## src/rtl/ctl_setup_gate.sv

```systemverilog
module ctl_setup_gate #(
  parameter logic [7:0] CMD_ACK  = 8'hF4,
  parameter logic [7:0] CMD_VAL  = 8'hFA,
  parameter logic [7:0] CMD_CLR  = 8'hF2,
  parameter logic [7:0] CMD_STAT = 8'hD0,
  parameter logic [3:0] CMD_ERR  = 4'hA,
  parameter int         NUM_EP   = 16
) (
  input  logic       clk,
  input  logic       rst_n,
  input  logic       cmd_valid,
  input  logic [7:0] cmd_code,
  input  logic       cmd_ep,
  input  logic       setup_arrive,
  input  logic       setup_done,
  input  logic [1:0] stall_req,
  input  logic       txn_valid,
  input  logic [3:0] txn_ep,
  input  logic       txn_toggle,
  input  logic [3:0] txn_err,
  input  logic       txn_ok,
  output logic [1:0] val_en,
  output logic [1:0] clr_en,
  output logic [1:0] val_go,
  output logic [1:0] clr_go,
  output logic       cmd_reject,
  output logic       rd_valid,
  output logic [7:0] rd_data
);

  logic [1:0] lock, bsel;
  logic       setup_q, wr_done, stalled, ovw;
  logic [7:0] err_mem [NUM_EP];

  wire is_ack  = cmd_valid && cmd_code == CMD_ACK;
  wire is_val  = cmd_valid && cmd_code == CMD_VAL;
  wire is_clr  = cmd_valid && cmd_code == CMD_CLR;
  wire is_stat = cmd_valid && cmd_code == CMD_STAT;
  wire is_err  = cmd_valid && cmd_code[7:4] == CMD_ERR;
  wire ep_lock = lock[cmd_ep];
  wire ovw_set = setup_arrive && (|lock) && !stalled;

  assign val_en = ~lock;
  assign clr_en = ~lock;

  always_ff @(posedge clk or negedge rst_n) begin
    if (!rst_n) begin
      lock    <= 2'b00;
      bsel    <= 2'b00;
      setup_q <= 1'b0;
      wr_done <= 1'b1;
      stalled <= 1'b0;
      ovw     <= 1'b0;
    end else begin
      if (setup_arrive)  lock <= 2'b11;
      else if (is_ack)   lock[cmd_ep] <= 1'b0;

      if (setup_arrive)    stalled <= 1'b0;
      else if (|stall_req) stalled <= 1'b1;

      if (setup_arrive)    wr_done <= 1'b0;
      else if (setup_done) wr_done <= 1'b1;

      if (setup_arrive) setup_q <= 1'b1;
      else if (is_clr && !ep_lock && !cmd_ep) setup_q <= 1'b0;

      if (ovw_set)                  ovw <= 1'b1;
      else if (is_stat && wr_done)  ovw <= 1'b0;

      if (is_val && !ep_lock) bsel[cmd_ep] <= ~bsel[cmd_ep];
    end
  end

  always_ff @(posedge clk or negedge rst_n) begin
    if (!rst_n) begin
      val_go     <= 2'b00;
      clr_go     <= 2'b00;
      cmd_reject <= 1'b0;
      rd_valid   <= 1'b0;
      rd_data    <= 8'h00;
    end else begin
      val_go     <= (is_val && !ep_lock) ? (2'b01 << cmd_ep) : 2'b00;
      clr_go     <= (is_clr && !ep_lock) ? (2'b01 << cmd_ep) : 2'b00;
      cmd_reject <= (is_val || is_clr) && ep_lock;
      rd_valid   <= is_stat || is_err;
      if (is_stat)     rd_data <= {4'b0000, ovw, setup_q, bsel[cmd_ep], 1'b0};
      else if (is_err) rd_data <= err_mem[cmd_code[3:0]];
      else             rd_data <= 8'h00;
    end
  end

  for (genvar i = 0; i < NUM_EP; i++) begin : g_err
    always_ff @(posedge clk or negedge rst_n) begin
      if (!rst_n)
        err_mem[i] <= 8'h00;
      else if (txn_valid && txn_ep == 4'(i))
        err_mem[i] <= {1'b1, txn_toggle, 1'b0, txn_err, txn_ok};
      else if (is_err && cmd_code[3:0] == 4'(i))
        err_mem[i][7] <= 1'b0;
    end
  end

  AST_SETUP_LOCKS: assert property (@(posedge clk) disable iff (!rst_n)
    setup_arrive |=> (val_en == 2'b00 && clr_en == 2'b00));
  AST_ACK_OUT: assert property (@(posedge clk) disable iff (!rst_n)
    (is_ack && !cmd_ep && !setup_arrive) |=> val_en[0]);
  AST_ACK_IN: assert property (@(posedge clk) disable iff (!rst_n)
    (is_ack && cmd_ep && !setup_arrive) |=> val_en[1]);
  AST_LOCKED_REFUSED: assert property (@(posedge clk) disable iff (!rst_n)
    ((is_val || is_clr) && ep_lock) |=> (cmd_reject && val_go == 2'b00 && clr_go == 2'b00));
  AST_GO_ONEHOT: assert property (@(posedge clk) disable iff (!rst_n)
    $onehot0({val_go, clr_go}));
  AST_OVW_FROM_SETUP: assert property (@(posedge clk) disable iff (!rst_n)
    $rose(ovw) |-> $past(setup_arrive));
  AST_STALL_NO_OVW: assert property (@(posedge clk) disable iff (!rst_n)
    (setup_arrive && stalled) |=> !$rose(ovw));
  AST_OVW_HOLD_UNTIL_DONE: assert property (@(posedge clk) disable iff (!rst_n)
    (is_stat && !wr_done && ovw) |=> ovw);
  AST_ERR_READ_CLEARS: assert property (@(posedge clk) disable iff (!rst_n)
    (is_err && !(txn_valid && txn_ep == cmd_code[3:0])) |=> !err_mem[$past(cmd_code[3:0])][7]);

endmodule

```

## config.mk

```make
export PLATFORM = sky130hd
export DESIGN_NAME = ctl_setup_gate
export DESIGN_NICKNAME = d
export VERILOG_FILES = /design/src/rtl/ctl_setup_gate.sv
export SDC_FILE = /design/constraint.sdc
export NUM_CORES = 1
export LEC_CHECK = 0
export ABC_AREA = 1
export CORE_ASPECT_RATIO = 1.4
export CORE_MARGIN = 1.5
export CORE_UTILIZATION = 57
export CTS_CLUSTER_DIAMETER = 60
export DETAILED_ROUTE_END_ITERATION = 16
export DONT_BUFFER_PORTS = 1
export GPL_ROUTABILITY_DRIVEN = 0
export GPL_TIMING_DRIVEN = 0
export PLACE_DENSITY = 0.86
export SLEW_MARGIN = 20
export SYNTH_ARGS = -nofsm -noshare
export SYNTH_HDL_FRONTEND = slang
export SYNTH_SLANG_ARGS = --single-unit
```

## constraint.sdc

```tcl
create_clock -name clk -period 0.96 [get_ports clk]
set_input_delay 0.144 -clock clk [delete_from_list [all_inputs] [get_ports clk]]
set_output_delay 0.144 -clock clk [all_outputs]
set_load 0.01 [all_outputs]
```

* Yosys cells after proc, flatten, opt, wreduce, memory -nomap -nowiden
Cells that the tools add are included.
** Operators by class
- Equal/unequal tests :: 35
- Mux-type cells :: 56
- Bitwise operators :: 5
- Reduce and logical (&&, ||, !) cells :: 75
- Shift operators :: 1
- Order comparisons :: 3
** Operator list (count)
- 4-bit equality test (second input constant) :: 17
- 1-bit logical AND :: 45
- 1-bit 2-to-1 mux :: 45
- 2-bit nonzero test :: 21
- 8-bit binary-select mux with 4-bit select :: 1
- 4-bit by 3-bit equality test with 1-bit output (second input constant) :: 8
- 8-bit equality test (second input constant) :: 4
- 8-bit 2-to-1 mux :: 4
- 4-bit by 2-bit equality test with 1-bit output (second input constant) :: 4
- 4-bit by 1-bit equality test with 1-bit output (second input constant) :: 2
- 4-bit zero test :: 2
- 2-bit 2-to-1 mux :: 4
- 5-bit greater-or-equal comparator (second input constant) :: 1
- 4-bit NOT with 5-bit output :: 1
- 2-bit NOT :: 2
- 2-bit OR reduction :: 2
- 1-bit zero test :: 3
- 2-bit AND :: 1
- 2-bit bitwise mux :: 1
- 1-bit logical OR :: 2
- 1-bit by 2-bit less-than comparator with 1-bit output (second input constant) :: 1
- 1-bit by 1-bit left shift with 2-bit output (first input constant) :: 1
- 1-bit demux with 1-bit select :: 1
- 1-bit greater-or-equal comparator (second input constant) :: 1
- 1-bit NOT :: 1
** Word-level totals
- Word-level logic and storage cells :: 218
- Flip-flop bits (word level) :: 134
- Output and inout port bits :: 18

* Longest topological paths before layout
- Depth in word-level cells :: 8
- Gate-level depth with buffers :: 10
- Gate-level depth less buffers :: 9

* Worst setup path before layout
No wires, ideal clock.
- Kind :: input port to flip-flop
- Start point :: input cmd_code[2]
- End point :: register rd_data[1]
- Stages :: 8
- Setup time :: 0.065 ns
- Path buffers :: 0
- Setup slack :: -0.126 ns
- Arrival :: 1.021 ns
- Path through :: inv_1 -> nand2_1 -> inv_2 -> nand2_2 -> nor3_2 -> inv_1 -> or2_0 -> nand2_1
** Between the ends
- Longest elaborated chain between the ends :: 6
- Elaborated cells between the ends (all ways) :: 8
** Ends and longest elaborated chain
- start: declaration :: line 12 : input logic [7:0] cmd_code,
- 4-bit NOT with 5-bit output (not written as such) :: line 87 : else if (is_err) rd_data <= err_mem[cmd_code[3:0]];
- 8-bit binary-select mux with 4-bit select :: line 87
- 8-bit 2-to-1 mux (not written as such) (2 in a row) :: line 87
- 8-bit 2-to-1 mux :: line 87
- 8-bit 2-to-1 mux (*) :: line 86 : if (is_stat) rd_data <= {4'b0000, ovw, setup_q, bsel[cmd_ep], 1'b0};
- end signal: assignment :: line 86
- end signal: assignment :: line 87
- end: declaration :: line 28 : output logic [7:0] rd_data
Mark *: on every way between the ends. The rest lies on a longest branch, timed or not. The select of a mux whose other input is x is not followed.
A chain may end at the register's enable or synchronous reset.

* Worst setup path in the final report
- Start point :: register lock[0]
- End point :: output val_en[0]
** Between the ends
- Longest elaborated chain between the ends :: 1
** Ends and longest elaborated chain
- start: declaration :: line 31 : logic [1:0] lock, bsel;
- start signal: assignment :: line 48 : lock <= 2'b00;
- start signal: assignment :: line 55 : if (setup_arrive) lock <= 2'b11;
- start signal: indexed assignment :: line 56 : else if (is_ack) lock[cmd_ep] <= 1'b0;
- 2-bit NOT
- end: declaration :: line 22 : output logic [1:0] val_en,
No other way between the ends.

==> results.cfg <==
[layout]
layout_common_cells = nand2_1 (301), dfrtp_1 (132), o21ai_0 (77), nor2_1 (35)
final_common_cell = nand2_1
drive_above_1_share_pct = 15.0
fin_area_um2 = 7230
syn_to_final_growth_pct = 19.0
n_fill_cell = 760
register_area_um2 = 3330
antenna_cells = 0
multi_input_area_um2 = 2480
fin_nets = 840

[synth]
syn_inst = 767
syn_area_um2 = 6080
ys_ff_latch = 133
yosysWarnings = 0
ys_types = 27
synth_top_area_share_pct = 54.4
seq_area_frac_synth_pct = 54.8
avgSynthCellArea_um2 = 7.92
syn_nets = 794
synth.area.top_cells = dfrtp_1 (54%), nand2_1 (19%), o21ai_0 (6.9%)
synth_top_area_cell = dfrtp_1

[global_route]
grtUsageTotal_pct = 33.4
antenna_found_initial = 0
grt_first_pass_wirelength_um = 28900
overflow = 0
grt_pass1_vias = 5840
grt_max_degree = 134

[flow_run]
maxCapViolations = 0

[sta]
relSlewSlack_pct = 61.1
clock.fmax_mhz = 829
setup_violations = 27
hold-worst-slack_ps = -591
worst_pin_slew_ps = 584
slew_violations = 0
fin_skew_ps = 5.94
rsz0062_at_grt = true
hold_violations = 137
fin_crit_ps = 1210
fin_crit_sh_pct = 126
final.setup.worst_slack_ps = -247

[cts]
cts_root_buf = clkbuf_16
cts_buffers = 17
clock_sinks = 133
cts_buffer_depth = 2
clk-insertion-delay-late_ps = 430
clkTransAtPathRegs_ps = 60
hold_buffers = 13
htree_levels = 4
cts_tree = built

[place]
hpwl_um = 11300
port_buffers = 0
place_area_um2 = 6350

[run_status]
outcome = complete, but fails checks
violations = hold timing, setup timing

[power_and_ir_drop]
finalPower_mw = 15.5
p_leak_nw = 3.59
ir_worst_vdd_v = 0.00133
powerDensity_nw_per_um2 = 2140

[drt]
wl_per_cell_um = 19.1
via_per_inst = 6.04
drtAntennaViolNets = 0
vias = 5821
firstDrtPassIters = 6
wirelength_um = 18400
remaining_drc_errors = 0
drt_iter0_drc = 966

[setup_path]
cp-end-kind = primary output
startpoint_type = flip-flop
worstPathMaxFanout = 3
arrival_ps = 1060
required_ps = 820
critPathKind = flip-flop to primary output

[floorplanning]
core_area_um2 = 10300
die_h_um = 125
rows = 44
die_area_um2 = 11300
die_w_um = 90.3
pin_count = 45
start_util_pct = 58.7

[worst_hold_path]
hp-class = primary input to async pin
==> power breakdown <==
part,switching (mW),internal (mW)
sequential,0.558,6.53
combinational,1.30,0.896
clock,2.34,3.89
==> worst paths after layout <==
kind / cells past startpoint / slack (ps) / to / from
setup / recovery: 2 / -250 / val_en[0] / lock[0]
hold / removal: 0 / -590 / err_mem[82] / rst_n
setup reg to reg: 8 / -190 / rd_data[3] / err_mem[59]
hold reg to reg: 2 / 480 / rd_data[3] / ovw
max in group asynchronous: 0 / 1260 / wr_done / rst_n
min in group clk: 3 / -120 / rd_data[3] / cmd_code[5]
==> cells in the mapped netlist <==
cell and n:
nand2_1 310, nor2_1 39, o21ai_0 84, buf_1 1, o21ai_1 26, buf_4 9
clkbuf_1 21, nor3_2 4, a21oi_1 17, nor2_8 1, dfstp_2 1, conb_1 1
buf_6 1, nand3_1 32, buf_2 10, nor3_1 13, o211ai_1 1, or2_0 1
nor2_2 1, nor2_4 1, clkinv_1 1, nand4_1 14, inv_1 38, inv_2 6
o22ai_1 1, dfrtp_1 132, nand2_2 1
==> state kept, by name, summed over array words and instances (netlist names) <==
name / count
bsel: 2
clr_go: 2
cmd_reject: 1
err_mem: 112
lock: 2
ovw: 1
rd_data: 7
rd_valid: 1
setup_q: 1
stalled: 1
val_go: 2
wr_done: 1
==> worst max-delay path: stages, from the launching register on <==
cell and delay (ps):
dfrtp_1 400, inv_2 120, buf_6 110
==> per-stage QoR <==
stage	setup slack [ps]	setup TNS, ps	utilization (%)	cells
after floorplan	-96.9	-545	-	767
after global placement	-457	-32920	61.4	905
after detailed placement	-524	-38760	61.4	905
after CTS	-235	-1470	68.8	956
after global routing	-266	-2830	69.9	964
final	-247	-1890	69.9	964
==> cell families after synthesis <==
group	Yosys count	synth area share (%)
and+or+nand+nor	417	28.2
DFF	133	54.8
other	1	0.0617
AOI/OAI and AO/OA	129	10.7
buffers and inverters	87	6.26
==> layout make-up <==
cell class	instances	share of cell area [%]
well taps	138	2.39
flip-flops and latches	133	46.0
inverters	45	2.46
clock buffers	27	7.09
plain buffers	42	3.75
multi-input cells	547	34.3
clock inverters	5	0.692
repair buffers	27	3.25
==> routing by layer <==
metal	vias to the layer above	track usage [%]	wire length, um
met5	-	0	0
met4	0	20.0	990
met3	93	7.85	1810
met2	441	56.2	9200
met1	2747	38.7	6380
li1	2540	-	-
==> what timing repair did <==
item	CTS	global route
setup endpoints to repair	28	66
pin swaps	18	15
resized for setup	17	26
hold endpoints to repair	154	137
buffers inserted	6	8
Note: power is estimated with default switching activity, not from simulation.
